`src/rtl/dec_pkg.sv`:
```
package dec_pkg;

    localparam int MNEM_W = 6;

    typedef enum logic [MNEM_W-1:0] {
        MN_NOP       = 6'd0,
        MN_ADD       = 6'd1,
        MN_SUB       = 6'd2,
        MN_MUL       = 6'd3,
        MN_JUMP      = 6'd4,
        MN_JUMP_REL  = 6'd5,
        MN_JUMP_LINK = 6'd6,
        MN_BR_EQ     = 6'd7,
        MN_BR_GT     = 6'd8,
        MN_BR_UNDER  = 6'd9,
        MN_BR_OVER   = 6'd10,
        MN_PUSH      = 6'd11,
        MN_POP       = 6'd12
    } mnem_e;

    typedef enum logic [1:0] {
        TY_REG = 2'b00,
        TY_IMM = 2'b01,
        TY_JMP = 2'b10,
        TY_BAD = 2'b11
    } itype_e;

    typedef enum logic {
        ST_EMPTY = 1'b0,
        ST_HOLD  = 1'b1
    } dec_state_e;

endpackage

```
`src/rtl/dec_fields.sv`:
```
module dec_fields
    import dec_pkg::*;
#(
    parameter int XLEN  = 32,
    parameter int REG_W = 5
) (
    input  logic [XLEN-1:0]  word,
    input  logic [XLEN-1:0]  val_a,
    input  logic [XLEN-1:0]  val_b,
    output mnem_e            mnem,
    output logic [REG_W-1:0] idx_a,
    output logic [REG_W-1:0] idx_b,
    output logic [REG_W-1:0] idx_d,
    output logic             use_a,
    output logic             use_b,
    output logic             use_d,
    output logic [XLEN-1:0]  s1,
    output logic [XLEN-1:0]  s2,
    output logic [XLEN-1:0]  s3
);
    localparam int TY_W  = 2;
    localparam int ROP_W = 5;
    localparam int OP_W  = 4;
    localparam int RB    = TY_W + ROP_W;
    localparam int SB    = TY_W + OP_W;
    localparam int IMM_I = SB + 2 * REG_W;
    localparam int IMM_J = SB + REG_W;

    logic [ROP_W-1:0] rop;
    logic [OP_W-1:0]  op;
    logic [XLEN-1:0]  imm_i;
    logic [XLEN-1:0]  imm_j;

    assign rop   = word[RB-1:TY_W];
    assign op    = word[SB-1:TY_W];
    assign imm_i = word >> IMM_I;
    assign imm_j = word >> IMM_J;

    always_comb begin
        mnem  = MN_NOP;
        idx_a = '0;
        idx_b = '0;
        idx_d = '0;
        use_a = 1'b0;
        use_b = 1'b0;
        use_d = 1'b0;
        s1    = '0;
        s2    = '0;
        s3    = '0;
        unique case (itype_e'(word[TY_W-1:0]))
            TY_REG: begin
                idx_a = word[RB +: REG_W];
                idx_b = word[RB + REG_W +: REG_W];
                idx_d = word[RB + 2*REG_W +: REG_W];
                use_a = 1'b1;
                use_b = 1'b1;
                use_d = 1'b1;
                s1    = val_a;
                s2    = val_b;
                s3    = XLEN'(word[RB + 2*REG_W +: REG_W]);
                if (rop >= ROP_W'(1) && rop <= ROP_W'(3))
                    mnem = mnem_e'(MNEM_W'(rop));
            end
            TY_IMM: begin
                idx_a = word[SB +: REG_W];
                idx_d = word[SB + REG_W +: REG_W];
                use_a = 1'b1;
                use_d = 1'b1;
                s1    = val_a;
                s2    = XLEN'(word[SB + REG_W +: REG_W]);
                s3    = imm_i;
            end
            TY_JMP: begin
                idx_a = word[SB +: REG_W];
                use_a = 1'b1;
                s1    = val_a;
                s2    = imm_j;
                if (op >= OP_W'(1) && op <= OP_W'(9))
                    mnem = mnem_e'(MNEM_W'(op) + MNEM_W'(3));
            end
            TY_BAD: begin
                mnem = MN_NOP;
            end
        endcase
    end

endmodule

```
`src/rtl/dec_scoreboard.sv`:
```
module dec_scoreboard #(
    parameter int NUM_REGS = 24,
    parameter int REG_W    = 5,
    parameter int CNT_W    = 2
) (
    input  logic             clk,
    input  logic             rst_n,
    input  logic             chk_en,
    input  logic [REG_W-1:0] chk_idx,
    input  logic             rel_en,
    input  logic [REG_W-1:0] rel_idx,
    input  logic [REG_W-1:0] q_a_idx,
    input  logic [REG_W-1:0] q_b_idx,
    input  logic [REG_W-1:0] q_d_idx,
    output logic             busy_a,
    output logic             busy_b,
    output logic             full_d
);
    localparam int SPAN = 1 << REG_W;

    logic [SPAN-1:0] busy_vec;
    logic [SPAN-1:0] full_vec;
    logic [SPAN-1:0] one_vec;

    for (genvar g = 0; g < SPAN; g++) begin : g_ent
        if (g < NUM_REGS) begin : g_live
            logic [CNT_W-1:0] cnt;
            logic inc;
            logic dec;
            assign inc = chk_en && (chk_idx == REG_W'(g));
            assign dec = rel_en && (rel_idx == REG_W'(g)) && ((cnt != '0) || inc);
            always_ff @(posedge clk) begin
                if (!rst_n) cnt <= '0;
                else        cnt <= cnt + CNT_W'(inc) - CNT_W'(dec);
            end
            assign busy_vec[g] = (cnt != '0);
            assign full_vec[g] = &cnt;
            assign one_vec[g]  = (cnt == CNT_W'(1));
        end else begin : g_pad
            assign busy_vec[g] = 1'b0;
            assign full_vec[g] = 1'b0;
            assign one_vec[g]  = 1'b0;
        end
    end

    assign busy_a = busy_vec[q_a_idx];
    assign busy_b = busy_vec[q_b_idx];
    assign full_d = full_vec[q_d_idx];


    checkout_marks_busy_chk: assert property (@(posedge clk) disable iff (!rst_n)
        (chk_en && !(rel_en && rel_idx == chk_idx)) |=> busy_vec[$past(chk_idx)]);


    release_frees_chk: assert property (@(posedge clk) disable iff (!rst_n)
        (rel_en && one_vec[rel_idx] && !(chk_en && chk_idx == rel_idx))
        |=> !busy_vec[$past(rel_idx)]);


    no_wrap_chk: assert property (@(posedge clk) disable iff (!rst_n)
        chk_en |-> !full_vec[chk_idx]);

endmodule

```
`src/rtl/instr_decoder.sv`:
```
module instr_decoder
    import dec_pkg::*;
#(
    parameter int XLEN     = 32,
    parameter int REG_W    = 5,
    parameter int NUM_REGS = 24,
    parameter int CNT_W    = 2
) (
    input  logic             clk,
    input  logic             rst_n,
    input  logic             in_valid,
    input  logic [XLEN-1:0]  in_word,
    output logic             in_ready,
    input  logic             out_ready,
    output logic [REG_W-1:0] rd_a_idx,
    input  logic [XLEN-1:0]  rd_a_data,
    output logic [REG_W-1:0] rd_b_idx,
    input  logic [XLEN-1:0]  rd_b_data,
    input  logic             rel_valid,
    input  logic [REG_W-1:0] rel_reg,
    output logic             out_valid,
    output logic             out_blocked,
    output logic             out_err,
    output logic [MNEM_W-1:0] out_mnem,
    output logic [XLEN-1:0]  out_s1,
    output logic [XLEN-1:0]  out_s2,
    output logic [XLEN-1:0]  out_s3
);
    localparam logic [REG_W-1:0] LAST_IDX = REG_W'(NUM_REGS - 1);

    dec_state_e       state_q, state_d;
    logic [XLEN-1:0]  word_q;
    logic             held, hazard, issue, accept, bad;
    logic             a_ok, b_ok, d_ok;
    logic             busy_a, busy_b, full_d;
    mnem_e            mnem;
    logic [REG_W-1:0] idx_a, idx_b, idx_d;
    logic             use_a, use_b, use_d;
    logic [XLEN-1:0]  val_a, val_b;
    logic [XLEN-1:0]  s1, s2, s3;

    assign a_ok  = use_a && (idx_a <= LAST_IDX);
    assign b_ok  = use_b && (idx_b <= LAST_IDX);
    assign d_ok  = use_d && (idx_d <= LAST_IDX);
    assign val_a = a_ok ? rd_a_data : '0;
    assign val_b = b_ok ? rd_b_data : '0;

    dec_fields #(.XLEN(XLEN), .REG_W(REG_W)) u_fields (
        .word  (word_q),
        .val_a (val_a),
        .val_b (val_b),
        .mnem  (mnem),
        .idx_a (idx_a),
        .idx_b (idx_b),
        .idx_d (idx_d),
        .use_a (use_a),
        .use_b (use_b),
        .use_d (use_d),
        .s1    (s1),
        .s2    (s2),
        .s3    (s3)
    );

    dec_scoreboard #(.NUM_REGS(NUM_REGS), .REG_W(REG_W), .CNT_W(CNT_W)) u_sb (
        .clk     (clk),
        .rst_n   (rst_n),
        .chk_en  (issue && d_ok),
        .chk_idx (idx_d),
        .rel_en  (rel_valid),
        .rel_idx (rel_reg),
        .q_a_idx (idx_a),
        .q_b_idx (idx_b),
        .q_d_idx (idx_d),
        .busy_a  (busy_a),
        .busy_b  (busy_b),
        .full_d  (full_d)
    );

    // state register
    always_ff @(posedge clk) begin
        if (!rst_n) begin
            state_q <= ST_EMPTY;
            word_q  <= '0;
        end else begin
            state_q <= state_d;
            if (accept) word_q <= in_word;
        end
    end

    // outputs and transitions
    always_comb begin
        held   = (state_q == ST_HOLD);
        hazard = held && ((a_ok && busy_a) || (b_ok && busy_b) || (d_ok && full_d));
        bad    = (use_a && !a_ok) || (use_b && !b_ok) || (use_d && !d_ok);

        out_valid   = held && !hazard;
        out_blocked = hazard;
        out_err     = held && bad;
        issue       = out_valid && out_ready;
        in_ready    = !held || issue;
        accept      = in_valid && in_ready;

        rd_a_idx = a_ok ? idx_a : '0;
        rd_b_idx = b_ok ? idx_b : '0;
        out_mnem = mnem;
        out_s1   = s1;
        out_s2   = s2;
        out_s3   = s3;

        state_d = state_q;
        unique case (state_q)
            ST_EMPTY: if (accept) state_d = ST_HOLD;   // LOAD
            ST_HOLD: begin
                if (issue && !in_valid) state_d = ST_EMPTY; // DRAIN
                else                    state_d = ST_HOLD;  // CHAIN or WAIT
            end
        endcase
    end


    stall_keeps_word_chk: assert property (@(posedge clk) disable iff (!rst_n)
        (held && !issue) |=> (state_q == ST_HOLD && $stable(word_q)));


    accept_loads_chk: assert property (@(posedge clk) disable iff (!rst_n)
        (in_valid && in_ready) |=> (state_q == ST_HOLD));

endmodule

```
`config.mk`:
```
export PLATFORM = sky130hd
export DESIGN_NAME = instr_decoder
export DESIGN_NICKNAME = d
export VERILOG_FILES = /design/src/rtl/dec_pkg.sv /design/src/rtl/dec_fields.sv /design/src/rtl/dec_scoreboard.sv /design/src/rtl/instr_decoder.sv
export SDC_FILE = /design/constraint.sdc
export NUM_CORES = 1
export LEC_CHECK = 0
export ABC_AREA = 1
export BUFFER_PORTS_ARGS = -buffer_cell sky130_fd_sc_hd__buf_2
export CAP_MARGIN = 20
export CORE_MARGIN = 2
export CORE_UTILIZATION = 53
export CTS_BUF_LIST = sky130_fd_sc_hd__clkbuf_8 sky130_fd_sc_hd__clkbuf_16
export DETAILED_ROUTE_END_ITERATION = 6
export HOLD_SLACK_MARGIN = 0.12
export PLACE_DENSITY = 0.82
export SETUP_SLACK_MARGIN = 0.5
export SYNTH_ARGS = -nofsm -noshare
export SYNTH_HDL_FRONTEND = slang
export SYNTH_HIERARCHICAL = 1
export SYNTH_SLANG_ARGS = --single-unit
```
`constraint.sdc`:
```
create_clock -name clk -period 4.62 [get_ports clk]
set_clock_uncertainty 0.1 [all_clocks]
set_input_delay 0.924 -clock clk [delete_from_list [all_inputs] [get_ports clk]]
set_output_delay 0.924 -clock clk [all_outputs]
set_load 0.1 [all_outputs]
```
==> impl_metrics.csv <==
group,metric,value,unit
run_status,status,"finished, final reports clean",
timing,timing.hold.ws,0.379,ns
hold_path,hp-class,"register to register",
floorplan,std_cell_rows,43,
timing,final_max_slew_viol_count,0,
synth,ys.flop_type,"dfxtp_1",
worst_setup_path,path_max_fanout,7,
synth,synth_mux_area_share,0,%
place,gp_congestion,0.976,
timing,setup_tns,0,ns
timing,min_period,4.18,ns
worst_setup_path,critPathRequiredTime,4.80,ns
synth,synth_top_area_cell,"dfxtp_1",
synth,seq_area_frac_synth,22.0,%
timing,worst_pin_slew,1.02,ns
routing,wl,22.5,mm
routing,vias_per_cell,5.15,
worst_setup_path,start_kind,"register",
routing,routedWlPerCell,13.9,um
synth,syn-instance-count,1245,
routing,drc,0,
clocking,max-clock-path-buffers,2,
synth,netlist_top_cells_area,"dfxtp_1 22%, inv_1 14%, nand2_1 13%",
hold_path,hp-start,"u_sb/g_ent[17].g_live.cnt[1]$_SDFF_PN0_",
synth,synth-xor-area-share,2.98,%
worst_setup_path,rr_startpoint,"word_q[1]$_SDFFE_PN0P_",
power,power_leakage,5.73,nW
clocking,tritoncts,"built",
power,power_density,361,nW/um2
timing,rsz0062_at_grt,"true",
synth,postSynthAreaPerCell,5.91,um2
routing,drtPass1Iterations,6,
layout,regArea,1630,um2
clocking,cts_root_buffer,"clkbuf_16",
synth,yosysWarnings,6,
global_route,gr-total-overflow,0,
worst_setup_path,reg2reg_slack,0.44,ns
worst_setup_path,cpPeakStageDelay,0.37,ns
timing,period_share,90.4,%
routing,ant_nets,0,
floorplan,die_y,122,um
synth,synth_edf_count,0,
worst_setup_path,startpoint,"word_q[1]$_SDFFE_PN0P_",
timing,fmax,240,MHz
clocking,clkSlewWorstSetupHoldPaths,0.06,ns
floorplan,ioPinCount,222,
power,ir_worst_vdd,0.235,mV
layout,n_antenna_cell,0,
synth,yosys.area_share.adder,9.53,%
synth,synth_simple_gate_area_share,33.9,%
layout,nFillCells,1239,
clocking,htree_levels,3,
job,cap_violations,0,
synth,synth_top_area_share,22.0,%
place,portBuffers,203,
synth,synth_compound_area_share,10.9,%
global_route,grt_pass1_wl,34.6,mm
clocking,cts_buffers,9,
worst_setup_path,cp-end-kind,"register",
floorplan,dieArea,14800,um2
global_route,grt_usage,28.9,%
synth,synth_seq_cells,81,
layout,final_cell_mix,"266 x inv_1, 244 x nand2_1, 201 x buf_2",
timing,slew_headroom,32.2,%
clocking,cts_sinks,81,
synth,synth_top_family_by_area,"simple AND/OR/NAND/NOR gates",
global_route,grt_max_degree,66,
worst_setup_path,cpMaxStageDelayCell,"dfxtp_4",
worst_setup_path,cp_common_cell,"nand2_1",
floorplan,core,13700,um2
timing,hold_viol,0,
worst_setup_path,worst-setup-path-type,"register to register",
routing,vias,8354,
synth,ys_async_sr_fraction,0,%
timing,finalSetupViolCount,0,
clocking,clkLatencyLatePin,0.35,ns
global_route,antenna_found_initial,0,
layout,layout_commonest_cell,"inv_1",
layout,area_growth,25.9,%
worst_setup_path,cp.arrival,4.36,ns
layout,fin_nets,1601,
layout,drive_gt1_share,25.1,%
floorplan,die_x,122,um
synth,synthesis.area,7350,um2
layout,multi_input_area,4660,um2
place,place.detailed.hpwl,16.5,mm
synth,yosys.cell_types.count,37,
global_route,first_global_vias,7347,
floorplan,initial_core_util,53.6,%
routing,drt-initial-drc-count,617,
state kept, by name (all words and copies together), names as in the netlist:
| register | cells |
|---|---|
| held | 1 |
| word_q | 32 |
| u_sb/g_ent.g_live.cnt | 48 |
critical path: cells and delay by family (launching register included):
family                   cells  cell delay [ns]
flip-flops                   1             0.37
AO/OA/AOI/OAI                3             0.48
XOR/XNOR                     1             0.15
buffers and inverters        8             0.78
AND/OR/NAND/NOR             14             1.52
adder cells (fa/ha/maj)      3             0.68
cell type report:
| cell class | instances | area share [%] |
|---|---|---|
| multi-input combinational | 830 | 50.3 |
| tap | 180 | 2.43 |
| clock buffer | 9 | 2.43 |
| clock inverter | 5 | 0.797 |
| sequential | 81 | 17.6 |
| inverter | 281 | 11.8 |
| timing repair buffer | 236 | 14.7 |
worst paths after layout:
| path | end | cells after the start |
|---|---|---|
| max | u_sb/g_ent[10].g_live.cnt[1]$_SDFF_PN0_ | 29 |
| min | u_sb/g_ent[17].g_live.cnt[1]$_SDFF_PN0_ | 1 |
| max reg2reg | u_sb/g_ent[10].g_live.cnt[1]$_SDFF_PN0_ | 29 |
| min reg2reg | u_sb/g_ent[17].g_live.cnt[1]$_SDFF_PN0_ | 1 |
cell usage after synthesis (5+ instances only):
library cell / number
inv_1: 276
nand2_1: 260
nor2_1: 170
nand3_1: 134
dfxtp_1: 81
a21oi_1: 79
ha_1: 56
o21ai_0: 27
buf_4: 24
xor2_1: 24
a211oi_1: 18
buf_2: 16
clkbuf_1: 15
buf_1: 6
buf_6: 6
nand4_1: 6
o21ai_2: 5
repair_timing:
action,CTS,global route
endpoints found under the hold margin,0,0
buffers inserted,1,14
cloned,0,1
pin swaps,0,43
hold buffers,0,0
setup endpoints to repair,33,41
gates resized for setup,13,99
logic make-up (layout without fill, tap and decap cells):
logic type	count (synthesis)	in the layout
adders and majority gates	56	56
buffers and inverters	351	531
and+or+nand+nor	591	591
DFF	81	81
other	1	18
AOI/OAI and AO/OA	140	140
xor gates and xnor gates	25	25
per-layer routing:
metal,vias to the layer above,routed length (um),GRT usage [%]
li1,4164,-,-
met1,3768,9060,35.6
met2,368,11100,48.9
met3,54,1680,5.57
met4,0,704,12.9
met5,-,0,0
per-stage QoR:
stage	setup WS, ns	std cells	total power, mW	area, um2	util (%)
2_1_floorplan	0.576	1262	2.21	7480	-
3_3_place_gp	0.357	1591	2.47	8430	61.4
3_5_place_dp	0.181	1591	2.47	8430	61.4
4_1_cts	0.543	1606	3.24	8780	64.0
5_1_grt	0.212	1622	3.48	9260	67.5
6_report	0.445	1622	3.34	9260	67.5
power by group:
| group | internal, mW | switching (mW) | total [mW] |
|---|---|---|---|
| sequential | 0.733 | 0.0376 | 0.771 |
| combinational | 0.391 | 1.42 | 1.81 |
| clock | 0.463 | 0.290 | 0.753 |
| total | 1.59 | 1.75 | 3.34 |
No activity file was read; power rests on OpenSTA's default activity.
